<file path="src/rtl/piso_pkg.sv">
package piso_pkg;

  // Strobes passed from the control to the datapath.
  typedef struct packed {
    logic loadNow;   // copy the parallel inputs this cycle
    logic shiftNow;  // advance one position this cycle
  } strobe_t;

endpackage

</file>
<file path="src/rtl/piso_ctrl.sv">
module piso_ctrl (
  input  logic              clk,
  input  logic              rst,
  input  logic              shiftLoadN,
  input  logic              gateClk,
  input  logic              gateInh,
  output piso_pkg::strobe_t strobes
);

  // Pin samples in the system-clock domain.
  logic clkQ;
  logic inhQ;
  logic orPrev;
  logic orNow;
  logic orRise;

  assign orNow  = clkQ | inhQ;
  assign orRise = orNow & ~orPrev;

  // The history follows the OR on every cycle. During reset and load it
  // therefore holds the current level, so leaving either state with a pin
  // already high cannot look like a rising edge.
  always_ff @(posedge clk) begin
    clkQ   <= gateClk;
    inhQ   <= gateInh;
    orPrev <= orNow;
  end

  always_comb begin
    strobes.loadNow  = ~shiftLoadN & ~rst;
    strobes.shiftNow = shiftLoadN & ~rst & orRise;
  end

  // One rising edge of the OR gives a single-cycle strobe.
  AST_SHIFT_ONE_SHOT: assert property (@(posedge clk) disable iff (rst)
    strobes.shiftNow |=> !strobes.shiftNow);

  // Load and shift never ask for the register at the same time.
  AST_STROBE_EXCLUSIVE: assert property (@(posedge clk) disable iff (rst)
    !(strobes.loadNow && strobes.shiftNow));

endmodule

</file>
<file path="src/rtl/piso_datapath.sv">
module piso_datapath #(
  parameter int STAGES = 8
) (
  input  logic              clk,
  input  logic              rst,
  input  piso_pkg::strobe_t strobes,
  input  logic              serialIn,
  input  logic [STAGES-1:0] parallelIn,
  output logic [STAGES-1:0] stages
);

  localparam int LAST = STAGES - 1;

  logic [STAGES-1:0] nextStages;

  // One selector per stage: load, then shift, otherwise keep.
  for (genvar i = 0; i < STAGES; i++) begin : g_stage
    logic shiftSrc;
    if (i == 0) begin : g_head
      assign shiftSrc = serialIn;
    end else begin : g_body
      assign shiftSrc = stages[i-1];
    end

    always_comb begin
      if (strobes.loadNow)       nextStages[i] = parallelIn[i];
      else if (strobes.shiftNow) nextStages[i] = shiftSrc;
      else                       nextStages[i] = stages[i];
    end
  end

  always_ff @(posedge clk) begin
    if (rst) stages <= '0;
    else     stages <= nextStages;
  end

  AST_RESET_CLEAR: assert property (@(posedge clk)
    rst |=> stages == '0);

  AST_LOAD_CAPTURE: assert property (@(posedge clk) disable iff (rst)
    strobes.loadNow |=> stages == $past(parallelIn));

  AST_SHIFT_MOVE: assert property (@(posedge clk) disable iff (rst)
    strobes.shiftNow |=> stages == {$past(stages[LAST-1:0]), $past(serialIn)});

  AST_IDLE_HOLD: assert property (@(posedge clk) disable iff (rst)
    (!strobes.loadNow && !strobes.shiftNow) |=> $stable(stages));

endmodule

</file>
<file path="src/rtl/gated_piso_shifter.sv">
module gated_piso_shifter #(
  parameter int STAGES = 8
) (
  input  logic              clk,
  input  logic              rst,
  input  logic              shiftLoadN,
  input  logic              gateClk,
  input  logic              gateInh,
  input  logic              serialIn,
  input  logic [STAGES-1:0] parallelIn,
  output logic              serialOut,
  output logic              serialOutN,
  output logic [STAGES-1:0] stageView
);

  localparam int LAST = STAGES - 1;

  piso_pkg::strobe_t strobes;
  logic [STAGES-1:0] stages;

  piso_ctrl u_ctrl (
    .clk        (clk),
    .rst        (rst),
    .shiftLoadN (shiftLoadN),
    .gateClk    (gateClk),
    .gateInh    (gateInh),
    .strobes    (strobes)
  );

  piso_datapath #(.STAGES(STAGES)) u_data (
    .clk        (clk),
    .rst        (rst),
    .strobes    (strobes),
    .serialIn   (serialIn),
    .parallelIn (parallelIn),
    .stages     (stages)
  );

  assign serialOut  = stages[LAST];
  assign serialOutN = ~stages[LAST];
  assign stageView  = stages;

endmodule

</file>
<file path="config.mk">
export PLATFORM = sky130hd
export DESIGN_NAME = gated_piso_shifter
export DESIGN_NICKNAME = d
export VERILOG_FILES = /design/src/rtl/piso_pkg.sv /design/src/rtl/piso_ctrl.sv /design/src/rtl/piso_datapath.sv /design/src/rtl/gated_piso_shifter.sv
export SDC_FILE = /design/constraint.sdc
export NUM_CORES = 1
export LEC_CHECK = 0
export ABC_CLOCK_PERIOD_IN_PS = 2820
export CORE_AREA = 5 5 42 44
export DETAILED_ROUTE_END_ITERATION = 10
export DIE_AREA = 0 0 47 49
export GPL_ROUTABILITY_DRIVEN = 0
export PLACE_DENSITY = 0.83
export REMOVE_ABC_BUFFERS = 1
export SYNTH_ARGS = -nofsm -noshare
export SYNTH_HDL_FRONTEND = slang
export SYNTH_SLANG_ARGS = --single-unit
</file>
<file path="constraint.sdc">
create_clock -name clk -period 2.82 [get_ports clk]
set_input_delay 0.564 -clock clk [delete_from_list [all_inputs] [get_ports clk]]
set_output_delay 0.564 -clock clk [all_outputs]
set_load 0.05 [all_outputs]
</file>
; Yosys cells after proc, flatten, opt, wreduce, memory -nomap -nowiden
; Cells that the tools add are included.
; Widths: inputs -> output; s select.
[op_classes]
muxes = 16
n_bitwise = 9
reduce_logical = 1
[op_table]
columns = cell, count
row1 = $mux 1, 16
row2 = $and 1x1->1, 4
row3 = $not 1->1, 4
row4 = $reduce_bool 2->1, 1
row5 = $or 1x1->1, 1
[totals]
register_bits = 11
in_bits = 14
output_inout_bits = 10

; Depth between registers and ports, before layout
[logic_depth]
depth_word = 5
mapped_depth = 5

; Hierarchy
; A second synthesis with hierarchy kept.
[unflattened]
hier_cells = 44
area_unflattened_um2 = 460.4
[by_module_without_submodules]
columns = mod, instances, cells_each, area_per_inst_um2, seq_area_each_um2
row1 = piso_datapath, 1, 35, 369.1, 160.2
row2 = piso_ctrl, 1, 7, 80.1, 60.1
row3 = gated_piso_shifter, 1, 2, 11.3, 0.0

; Worst setup path before layout
; Ideal clock, no wire load.
[synth_path]
kind = register -> output
startpoint = reg u_data.stages[7]
endpoint = out serialOutN
arrival_ps = 999
required_time_ps = 2256
path_slack_ps = 1257
stages_incl_launch_ff = 2
path_buffers = 0
path_cell_list = dfxtp_1 inv_1
[synth_via]
elab_chain_cells = 1
[synth_rtl]
columns = element, line_no
row1 = start: declaration, piso_datapath.sv:9  ; output logic [STAGES-1:0] stages
row2 = start signal: assignment, piso_datapath.sv:34  ; else stages <= nextStages;
row3 = $not 1->1, gated_piso_shifter.sv:40  ; assign serialOutN = ~stages[LAST];
row4 = end: declaration, gated_piso_shifter.sv:12  ; output logic serialOutN,
; No other way between the ends.

; Final worst setup path
[layout_path]
startpoint = reg u_data.stages[7]
endpoint = out stageView[7]
[layout_rtl]
columns = element, line_no
row1 = end: declaration, gated_piso_shifter.sv:13  ; output logic [STAGES-1:0] stageView
; No word-level cell between the ends.

==> results by group <==
Run status
  • Status: finished clean

Timing
  • Final period utilization: 0.712
  • Crit path time final: 2010 ps
  • Fmax: 498 MHz
  • Worst slew margin: 0.648
  • Final number of hold-violating endpoints: 0
  • Setup ws final: 813 ps
  • WHS: 504 ps
  • Clock Skews: 0.709 ps
  • Setup Viol. Count Final: 0
  • Final Max Slew Viols: 0
  • Worst-Margin Slew: 527 ps
  • Setup TNS: 0 ps
  • RSZ-0062 raised after global routing: false

Floorplan
  • Chip width: 47 um
  • Die Ht: 49 um
  • Ports: 24
  • Die ar.: 2300 um2
  • Row Count: 14
  • Core ar.: 1400 um2
  • Initial core utilization: 0.346

Detailed routing
  • WL/cell: 13.5 um
  • WL final: 1.22 mm
  • Drc violations: 0
  • Final ANT Viol Nets: 0
  • First-pass DRT Iterations: 4
  • Vias per inst: 5.41
  • Initial DRC count: 12
  • Via count: 492

Synthesis
  • Seq cells post-synth: 11
  • Leading area contributor after synthesis: dfxtp_1
  • Count leader, synth: dfxtp_1
  • Area contributors post-synth: dfxtp_1 (45%), a311oi_1 (14%), nand3_1 (8.2%)
  • Most frequent cells after synthesis: dfxtp_1 (11), a311oi_1 (8), nand3_1 (8), nor2_1 (8), o21ai_1 (8)
  • Top cell type's share of synthesized area: 0.454
  • Count of mapped cells out of synthesis: 53
  • Synth async-reset ratio: 0
  • Part of the Yosys area used for sequential elements: 0.454
  • Mapped cell area: 485 um2
  • Library cells used by synthesis: 14
  • Warnings from Yosys: 0
  • Post-Syn Area per Cell: 9.16 um2
  • Ys flop type: dfxtp_1
  • Number of flops mapped to enable cells by yosys: 0

Worst setup path
  • Setup CP Type: reg2out
  • CP top delay family: buffers and inverters
  • Worst path bufs/invs: 1
  • Critical path capture point type: output pin
  • Slowest cell delay on critical path: 810 ps
  • CP startpoint kind: register
  • Cell Chain, Critical Path: clkdlybuf4s50_1
  • CP max stage cell: clkdlybuf4s50_1
  • Crit-path max FO: 4
  • Crit path required time: 2260 ps
  • Crit path DAT: 1440 ps

Final layout
  • Area Overhead vs Synth: 48.7%
  • Final cell count without fillers: 91
  • Share of layout cells above drive strength 1: 0.0667
  • Post-route cell area: 722 um2
  • # diodes: 0
  • Fin nets: 90
  • Post-layout util: 0.515

Clocking
  • Clock root cell: clkbuf_4
  • Clock sink count: 11
  • Clock Pin Slew Worst Setup and Hold Paths: 70 ps
  • Worst-Skew Late Latency: 270 ps
  • H-tree lvl count: 1
  • CTS tree: built
  • Cts hold-fix bufs: 0
  • Post-CTS Setup Bufs: 0
  • Total CTS buffers: 3
  • Post-CTS resize count: 0
  • Clock Tree Buf Depth: 2

Placed design
  • Pre-CTS setup slack: 715 ps
  • Cell count after placement: 87
  • # port buffers: 23
  • DP HPWL: 879 um
  • DP Area: 696 um2

Power
  • Clk pwr share: 0.281
  • Leakage: 0.248 nW
  • Peak VDD IR: 0.000294 V
  • P_sw: 0.121 mW
  • Sequential share of power: 0.456
  • PwrDens: 531 nW/um2
  • Sw Share: 0.316
  • Gate power share: 0.263
  • Total internal power: 0.262 mW
  • Final Total Pwr: 0.384 mW

Global route
  • Gr usage total: 0.112
  • Largest net degree at the start of global routing: 17
  • First-pass GRT wire length: 1.87 mm
  • Initial antenna violation count: 0
  • Number of global-route vias before repair: 450
  • Gr ovfl total: 0

Min path
  • Worst min path class: reg2reg

Job
  • Max-Cap Viols: 0
state kept, by name, summed over array words and instances, names as in the netlist:
| signal | cells |
|---|---|
| u_data.stages | 8 |
| u_ctrl.clkQ | 1 |
| u_ctrl.inhQ | 1 |
| u_ctrl.orPrev | 1 |
kinds of logic (layout without fill, tap and decap cells):
logic type | count (synthesis) | count (layout) | share of synthesized area
buffers and inverters | 7 | 29 | 0.0979
and+or+nand+nor | 19 | 19 | 0.222
AOI/OAI and AO/OA | 16 | 16 | 0.227
DFF | 11 | 11 | 0.454
cell usage in the layout, fill, tap and decap left out:
| cell | Yosys | layout |
|---|---|---|
| dfxtp_1 | 11 | 11 |
| or2_1 | 1 | 1 |
| clkdlybuf4s50_1 | 0 | 23 |
| clkinv_1 | 1 | 1 |
| o21ai_1 | 8 | 8 |
| nor2_8 | 1 | 1 |
| nand3_1 | 8 | 8 |
| clkbuf_4 | 0 | 3 |
| a311oi_1 | 8 | 8 |
| clkbuf_1 | 0 | 1 |
| inv_1 | 1 | 1 |
| nor2_4 | 1 | 1 |
| nor2_1 | 8 | 8 |
power by group through the flow:
stage	clock network (mW)	logic [mW]	registers [mW]
floorplan	0	0.0223	0.210
global placement	0	0.0993	0.178
detailed placement	0	0.101	0.179
CTS	0.111	0.102	0.175
global route	0.121	0.106	0.177
finish	0.108	0.101	0.175
final timing paths:
| check | startpoint | to | slack, ps | depth (start not counted) |
|---|---|---|---|---|
| worst max-delay path | u_data.stages[7] | stageView[7] | 810 | 1 |
| worst min-delay path | u_data.stages[2] | u_data.stages[3] | 500 | 2 |
| worst max register to register | u_ctrl.inhQ | u_data.stages[2] | 1610 | 4 |
| worst min register to register | u_data.stages[2] | u_data.stages[3] | 500 | 2 |
per-layer routing:
metal	vias to the layer above	GRT usage	routed length [um]
li1	238	-	-
met2	30	0.163	570
met5	-	0	0
met1	218	0.131	504
met3	6	0.0295	117
met4	0	0.0876	31
layout make-up:
cell class	count	area, um2
fillers	145	679
repair buffers	23	230
flip-flops and latches	11	220
multi-input cells	35	218
clock buffers	4	26.3
well taps	16	20.0
inverters	2	7.51
(Power assumes the default switching activity.)
